<file path="config.mk">
export PLATFORM = sky130hd
export DESIGN_NAME = bphs_dsd_encoder
export DESIGN_NICKNAME = d
export VERILOG_FILES = /design/src/rtl/bphs_pkg.sv /design/src/rtl/bphs_phase_track.sv /design/src/rtl/bphs_lane.sv /design/src/rtl/bphs_dsd_encoder.sv
export SDC_FILE = /design/constraint.sdc
export NUM_CORES = 1
export LEC_CHECK = 0
export BUFFER_PORTS_ARGS = -buffer_cell sky130_fd_sc_hd__buf_4
export CORE_AREA = 2 2 39 41
export CTS_CLUSTER_DIAMETER = 50
export DETAILED_ROUTE_END_ITERATION = 10
export DIE_AREA = 0 0 41 43
export GPL_TIMING_DRIVEN = 0
export PLACE_DENSITY_LB_ADDON = 0.2
export SYNTH_ARGS = -nofsm -noshare
export SYNTH_HDL_FRONTEND = slang
export SYNTH_SLANG_ARGS = --single-unit
</file>
<file path="constraint.sdc">
create_clock -name clk -period 1 [get_ports clk]
set_clock_uncertainty 0.05 [all_clocks]
set_input_delay 0 -clock clk [delete_from_list [all_inputs] [get_ports clk]]
set_output_delay 0 -clock clk [all_outputs]
set_load 0.02 [all_outputs]
</file>
<file path="src/rtl/bphs_pkg.sv">
package bphs_pkg;

  localparam int unsigned LANES = 2;
  localparam int unsigned LANE_W = (LANES > 1) ? $clog2(LANES) : 1;

  localparam int unsigned IDX_LEFT = 0;
  localparam int unsigned IDX_RIGHT = 1;

  typedef logic [LANES-1:0] lane_vec_t;

  // Half-bit for a stored sample: the sample itself in the first slot,
  // its complement in the second slot.
  function automatic logic half_bit(input logic sample, input logic second_slot);
    return second_slot ? ~sample : sample;
  endfunction

endpackage

</file>
<file path="src/rtl/bphs_phase_track.sv">
module bphs_phase_track (
  input  logic clk,
  input  logic rst,
  input  logic bit_start,
  output logic load_evt,
  output logic second_evt,
  output logic misphase_evt,
  output logic started,
  output logic phase_err
);

  logic expect_second;

  // Events on the present edge, decided from the registered phase
  assign load_evt     = bit_start;
  assign second_evt   = expect_second & ~bit_start;
  assign misphase_evt = expect_second & bit_start;

  always_ff @(posedge clk) begin
    if (rst) begin
      expect_second <= 1'b0;
      started       <= 1'b0;
      phase_err     <= 1'b0;
    end else begin
      expect_second <= bit_start;
      started       <= started | bit_start;
      phase_err     <= misphase_evt;
    end
  end

endmodule

</file>
<file path="src/rtl/bphs_lane.sv">
module bphs_lane
  import bphs_pkg::*;
(
  input  logic clk,
  input  logic rst,
  input  logic load_evt,
  input  logic second_evt,
  input  logic din,
  output logic half
);

  logic sample_q;

  always_ff @(posedge clk) begin
    if (rst) begin
      sample_q <= 1'b0;
      half     <= 1'b0;
    end else if (load_evt) begin
      sample_q <= din;
      half     <= half_bit(din, 1'b0);
    end else if (second_evt) begin
      half     <= half_bit(sample_q, 1'b1);
    end
  end

endmodule

</file>
<file path="src/rtl/bphs_dsd_encoder.sv">
module bphs_dsd_encoder
  import bphs_pkg::*;
(
  input  logic clk,
  input  logic rst,
  input  logic bit_start,
  input  logic din_left,
  input  logic din_right,
  output logic half_left,
  output logic half_right,
  output logic out_valid,
  output logic phase_error
);

  logic      load_evt;
  logic      second_evt;
  logic      misphase_evt;
  logic      started;
  logic      phase_err;
  lane_vec_t din_vec;
  lane_vec_t half_vec;

  assign din_vec[IDX_LEFT]  = din_left;
  assign din_vec[IDX_RIGHT] = din_right;

  bphs_phase_track track_i (
    .clk          (clk),
    .rst          (rst),
    .bit_start    (bit_start),
    .load_evt     (load_evt),
    .second_evt   (second_evt),
    .misphase_evt (misphase_evt),
    .started      (started),
    .phase_err    (phase_err)
  );

  for (genvar g = 0; g < LANES; g++) begin : g_lane
    bphs_lane lane_i (
      .clk        (clk),
      .rst        (rst),
      .load_evt   (load_evt),
      .second_evt (second_evt),
      .din        (din_vec[g]),
      .half       (half_vec[g])
    );
  end

  assign half_left   = half_vec[IDX_LEFT];
  assign half_right  = half_vec[IDX_RIGHT];
  assign out_valid   = started;
  assign phase_error = phase_err;

endmodule

</file>
==> results of run 1 <==
==> routing by layer <==
metal | track usage (%) | wire length (um) | vias up | share of wire [%]
met5 | 0 | 0 | - | 0
met4 | 6.000 | 0 | 0 | 0
met3 | 6.283 | 30 | 0 | 7.0
met2 | 9.688 | 241 | 5 | 56
met1 | 5.537 | 156 | 91 | 36
li1 | - | - | 115 | -
==> what timing repair did <==
item                      4_1_cts  5_1_grt
hold buffers                    4        0
setup buffers                   0        0
hold endpoints to repair        6        0
==> worst max-delay path: cells and delay by family <==
kind / cells / cell delay, ps
and+or+nand+nor: 2 / 290
buffers and inverters: 2 / 740
==> final timing paths <==
| path | to | startpoint | cells past startpoint | slack (ps) |
|---|---|---|---|---|
| hold reg to reg | g_lane[0].lane_i.sample_q$_SDFFE_PP0P_ | g_lane[0].lane_i.sample_q$_SDFFE_PP0P_ | 2 | 420 |
| setup / recovery | track_i.phase_err$_SDFF_PP0_ | rst | 4 | 120 |
| setup reg to reg | g_lane[1].lane_i.half$_SDFFE_PP0P_ | track_i.expect_second$_SDFF_PP0_ | 2 | 130 |
| hold / removal | track_i.expect_second$_SDFF_PP0_ | bit_start | 2 | 8 |
==> per-stage QoR <==
stage	instance area, um2	total power, mW	utilization [%]	hold WS [ps]	setup WS [ps]
after floorplan	234.0	0.3434	-	19.07	136.0
after global placement	314.1	0.3796	22.69	164.7	148.2
after detailed placement	314.1	0.3805	22.69	166.2	132.5
after CTS	380.4	0.6489	27.49	5.558	116.0
after global routing	380.4	0.6742	27.49	13.94	89.10
final	380.4	0.6337	27.49	8.350	122.7
==> placed cells by master (no fill, tap or decap) <==
master / instances
sky130_fd_sc_hd__and2_1: 3
sky130_fd_sc_hd__or2_1: 1
sky130_fd_sc_hd__dfxtp_1: 7
sky130_fd_sc_hd__nand2b_1: 2
sky130_fd_sc_hd__nor2b_1: 1
sky130_fd_sc_hd__clkbuf_4: 3
sky130_fd_sc_hd__o32ai_1: 2
sky130_fd_sc_hd__dlygate4sd3_1: 4
sky130_fd_sc_hd__buf_4: 8
sky130_fd_sc_hd__clkbuf_1: 1
sky130_fd_sc_hd__nor2_1: 4
sky130_fd_sc_hd__nand2_1: 2
sky130_fd_sc_hd__a21oi_1: 2
==> state kept, by name (all words and copies together), names as in the netlist <==
register	cells
track_i.expect_second	1
track_i.phase_err	1
track_i.started	1
g_lane.lane_i.half	2
g_lane.lane_i.sample_q	2
==> logic make-up (layout without fill, tap and decap cells) <==
group / count (synthesis) / count (layout) / share of synthesized area, %
compound gates: 4 / 4 / 11.77
buf+inv: 0 / 16 / 0
flops: 7 / 7 / 59.89
simple gates: 13 / 13 / 28.34
==> layout make-up <==
class / instances / area [um2]
clock buffer: 4 / 26.28
fill: 162 / 1003
multi-input combinational: 17 / 93.84
sequential: 7 / 140.1
tap: 16 / 20.02
timing repair buffer: 12 / 100.1
==> power by group through the flow <==
| stage | combinational, mW | clock [mW] | sequential (mW) |
|---|---|---|---|
| 3_5_place_dp | 0.0696 | 0 | 0.311 |
| 6_report | 0.0809 | 0.248 | 0.305 |
| 2_1_floorplan | 0.0213 | 0 | 0.322 |
| 3_3_place_gp | 0.0695 | 0 | 0.310 |
| 4_1_cts | 0.0820 | 0.262 | 0.305 |
| 5_1_grt | 0.0890 | 0.278 | 0.307 |
==> summary.txt, run 1 <==
===============================================================================
Area of the placeable core                                             1384 um2
Vias/cell                                                                 3.768
Cells after Synth                                                            24
Arrival time at the worst endpoint                                      1020 ps
CP Launch Type                                                     primary input
Final Hold Violating Endpoints                                                0
Fraction of the yosys area taken by sequential cells                     59.89%
Worst Path Required                                                     1140 ps
Detailed-routing iteration count for the pre-antenna-repair pass              2
Worst slew margin relative to its limit                                  86.24%
Run status                                                         finished clean
Highest achievable clock rate                                         1.140 GHz
Clock tree from TritonCTS                                                   yes
Post-synthesis instance area                                          234.0 um2
Total number of clock tree sinks                                              7
Count of state elements after synthesis                                       7
Average wire length per cell after detail routing                      7.661 um
Cell type with the largest total area after synthesis              sky130_fd_sc_hd__dfxtp_1
Number of instances in the placed design                                     48
Worst-path clk slew                                                       50 ps
I/O Buffers                                                                   8
CTS root buf                                                       sky130_fd_sc_hd__clkbuf_4
Total overflow reported by the global router                                  0
Pwr per Cell Area                                                   1666 nW/um2
Vias                                                                        211
H-Tree Level Count                                                            1
DRC Markers                                                                   0
Post-synthesis net count                                                     29
Tightest Pin Transition                                                205.7 ps
Largest cells by area after synthesis                              sky130_fd_sc_hd__dfxtp_1 60%, sky130_fd_sc_hd__and2_1 8.0%, sky130_fd_sc_hd__o32ai_1 7.5%, sky130_fd_sc_hd__nor2_1 6.4%, sky130_fd_sc_hd__nand2b_1 5.3%
Pins over their slew limit                                                    0
Max Buffers Root-to-Sink                                                      2
Highest-delay cell along the critical path                         sky130_fd_sc_hd__dlygate4sd3_1
Share of total power in sequential cells                                  48.1%
Antenna Cells                                                                 0
GR Util All Layers                                                       6.956%
Largest incremental delay on the critical path                           630 ps
Share of the cycle needed by the critical path after routing             87.73%
Type of the setup path with the least slack                           in -> reg
Kind of end point of the critical path                                flip-flop
Design internal power                                                 0.4938 mW
Min-delay worst type                                                  in -> reg
Number of core rows                                                          14
Die Outline Area                                                       1763 um2
Yosys top cell area share                                                59.89%
Static leakage                                                        0.1616 nW
Final Setup Violations                                                        0
Area delta synth->final                                                  62.57%
Number of warnings printed during yosys synthesis                             0
Unrepaired setup endpoints after global routing                              no
Count of unique library cells instantiated by Yosys                           9
List of most frequent post-synthesis cells                         7 x sky130_fd_sc_hd__dfxtp_1, 4 x sky130_fd_sc_hd__nor2_1, 3 x sky130_fd_sc_hd__and2_1
Fraction of final layout cells sized beyond drive strength 1             27.50%
EDFF count, synth                                                             0
Die W                                                                     41 um
Synthesized area divided by synthesized cell count                    9.749 um2
Initial antenna violation count                                               0
Combinational group share of total power                                  12.8%
Vias in the first global route                                              200
Number of I/O pins                                                            9
Worst skew pair latency                                                  240 ps
Number of violations of the max-capacitance limit                             0
Share of total power in the clock network                                 39.2%
Initial detailed-routing violation count                                      1
Critical path, cell by cell                                        buf_4 -> dlygate4sd3_1 -> nor2b_1 -> and2_1
Nets                                                                         46
Reported net switching power                                          0.1399 mW
Most used flip-flop cell after synthesis                           sky130_fd_sc_hd__dfxtp_1
Tmin final                                                             877.3 ps
Pin count of the biggest net entering global routing                          8
Sum Neg Setup Slack                                                        0 ps
Die height                                                                43 um
Worst IR Drop VDD                                                   0.0006534 V
Final Wtd Congestion                                                     0.6624
Wirelength, routed                                                       429 um
Most numerous cell in the Yosys netlist                            sky130_fd_sc_hd__dfxtp_1
Net Sw Frac                                                              22.08%
ANT nets after route                                                          0
Starting Density                                                         16.91%
Max Fanout on Critical Path                                                   6
Number of standard cells in the final layout excluding fillers               56
Synth async-reset ratio                                                      0%
Global-route wire length before repair                                   731 um
Clock buffer count from CTS                                                   3
Number of gates given a new drive strength after cts                          0
===============================================================================
No activity file was read; power rests on OpenSTA's default activity.
==> run 2: changes to the inputs <==
--- a/config.mk
+++ b/config.mk
@@ -6,6 +6,8 @@
 export NUM_CORES = 1
 export LEC_CHECK = 0
 export BUFFER_PORTS_ARGS = -buffer_cell sky130_fd_sc_hd__buf_4
+export CELL_PAD_IN_SITES_DETAIL_PLACEMENT = 1
+export CELL_PAD_IN_SITES_GLOBAL_PLACEMENT = 1
 export CORE_AREA = 2 2 39 41
 export CTS_CLUSTER_DIAMETER = 50
 export DETAILED_ROUTE_END_ITERATION = 10
==> summary.txt, run 2 (same netlist as run 1, synthesis figures left out) <==
===============================================================================
H-Tree Level Count                                                            1
Starting Density                                                         16.91%
Post-layout power                                                     0.6400 mW
Max Buffers Root-to-Sink                                                      2
Antenna Cells                                                                 0
CTS Hold Buffers Added                                                        4
Sum Neg Setup Slack                                                        0 ps
Tightest Pin Transition                                                246.8 ps
Worst Path Required                                                     1090 ps
Detailed-routing iteration count for the pre-antenna-repair pass              2
Total overflow reported by the global router                                  0
Final Wtd Congestion                                                     0.6560
Fraction of final layout cells sized beyond drive strength 1             27.50%
DRC Markers                                                                   0
Pwr per Cell Area                                                   1683 nW/um2
Vias                                                                        223
PnR worst setup slack                                                  76.78 ps
CTS root buf                                                       sky130_fd_sc_hd__clkbuf_4
Die height                                                                43 um
Number of instances in the placed design                                     48
Kind of end point of the critical path                                flip-flop
Register-to-register path setup slack                                    130 ps
Cell class contributing the biggest share of worst-path delay      buffers and inverters
Die W                                                                     41 um
Wirelength, routed                                                       521 um
Initial antenna violation count                                               0
Largest incremental delay on the critical path                           680 ps
Number of I/O pins                                                            9
Highest achievable clock rate                                         1.083 GHz
CP Launch Type                                                     primary input
Worst slew margin relative to its limit                                  83.49%
Clock buffer count from CTS                                                   3
Die Outline Area                                                       1763 um2
Unrepaired setup endpoints after global routing                              no
Hold slack                                                             12.49 ps
Pin count of the biggest net entering global routing                          8
Leading registers by flop count                                    g_lane.lane_i.half (2), g_lane.lane_i.sample_q (2)
Final Setup Violations                                                        0
Top library cells by usage in the layout, fill and taps aside      8 x sky130_fd_sc_hd__buf_4, 7 x sky130_fd_sc_hd__dfxtp_1, 4 x sky130_fd_sc_hd__nor2_1, 4 x sky130_fd_sc_hd__dlygate4sd3_1
Run status                                                         finished clean
Net Sw Frac                                                              22.84%
Worst-path clk slew                                                       50 ps
GR Util All Layers                                                       7.646%
Area of the placeable core                                             1384 um2
Number of violations of the max-capacitance limit                             0
Number of core rows                                                          14
Highest-delay cell along the critical path                         sky130_fd_sc_hd__dlygate4sd3_1
Vias in the first global route                                              224
Design internal power                                                 0.4938 mW
Clock tree from TritonCTS                                                   yes
Reported net switching power                                          0.1462 mW
Most common cell after layout, fill and taps aside                 sky130_fd_sc_hd__buf_4
Share of the cycle needed by the critical path after routing             92.32%
Worst skew pair latency                                                  240 ps
Initial detailed-routing violation count                                      1
Pins over their slew limit                                                    0
Arrival time at the worst endpoint                                      1010 ps
Vias/cell                                                                 3.982
Max Fanout on Critical Path                                                   6
Worst IR Drop VDD                                                   0.0005457 V
Static leakage                                                        0.1616 nW
Number of gates given a new drive strength after cts                          0
Core occupancy in the finished layout                                    27.49%
Total setup buffers inserted after CTS                                        0
Post-Place Setup Slack                                                 122.7 ps
DP Area                                                               314.1 um2
Area delta synth->final                                                  62.57%
I/O Buffers                                                                   8
Total number of clock tree sinks                                              7
Average wire length per cell after detail routing                      9.304 um
Final Hold Violating Endpoints                                                0
Type of the setup path with the least slack                           in -> reg
Number of standard cells in the final layout excluding fillers               56
Share of total power in sequential cells                                  47.6%
Tmin final                                                             923.2 ps
Min-delay worst type                                                  in -> reg
Summed area of non-filler cells in the final layout                   380.4 um2
ANT nets after route                                                          0
Share of total power in the clock network                                 39.5%
Buffers and inverters on the worst path                                       2
Nets                                                                         46
Critical path, cell by cell                                        buf_4 -> dlygate4sd3_1 -> nor2b_1 -> and2_1
Global-route wire length before repair                                   855 um
Combinational group share of total power                                  13.0%
===============================================================================
-- run 2: cell counts in the layout (fill, tap and decap cells not counted) --
Identical to the previous run, type by type.
-- run 2: routing by layer --
| layer | GRT usage [%] | routed length (um) | vias up |
|---|---|---|---|
| met1 | 7.767 | 233 | 104 |
| met4 | 6.000 | 0 | 0 |
| li1 | - | - | 112 |
| met5 | 0 | 0 | - |
| met2 | 11.56 | 250 | 7 |
| met3 | 3.141 | 37 | 0 |
-- run 2: layout make-up --
cell class                      count  area [um2]
Sequential cell                     7       140.1
Tap cell                           16       20.02
Multi-Input combinational cell     17       93.84
Clock buffer                        4       26.28
Fill cell                         171        1003
Timing Repair Buffer               12       100.1
-- run 2: path summary, 6_finish.rpt --
path | startpoint | end | cells past startpoint
max | rst | track_i.phase_err$_SDFF_PP0_ | 4
min | bit_start | track_i.expect_second$_SDFF_PP0_ | 2
max reg2reg | track_i.expect_second$_SDFF_PP0_ | g_lane[1].lane_i.half$_SDFFE_PP0P_ | 2
min reg2reg | track_i.started$_SDFF_PP0_ | track_i.started$_SDFF_PP0_ | 2
-- run 2: power groups by stage --
| stage | sequential, mW | clock (mW) | combinational (mW) |
|---|---|---|---|
| CTS | 0.305 | 0.263 | 0.0840 |
| finish | 0.304 | 0.253 | 0.0829 |
| global route | 0.307 | 0.289 | 0.0917 |
| global placement | 0.310 | 0 | 0.0693 |
| detailed placement | 0.311 | 0 | 0.0719 |
| floorplan | 0.322 | 0 | 0.0213 |
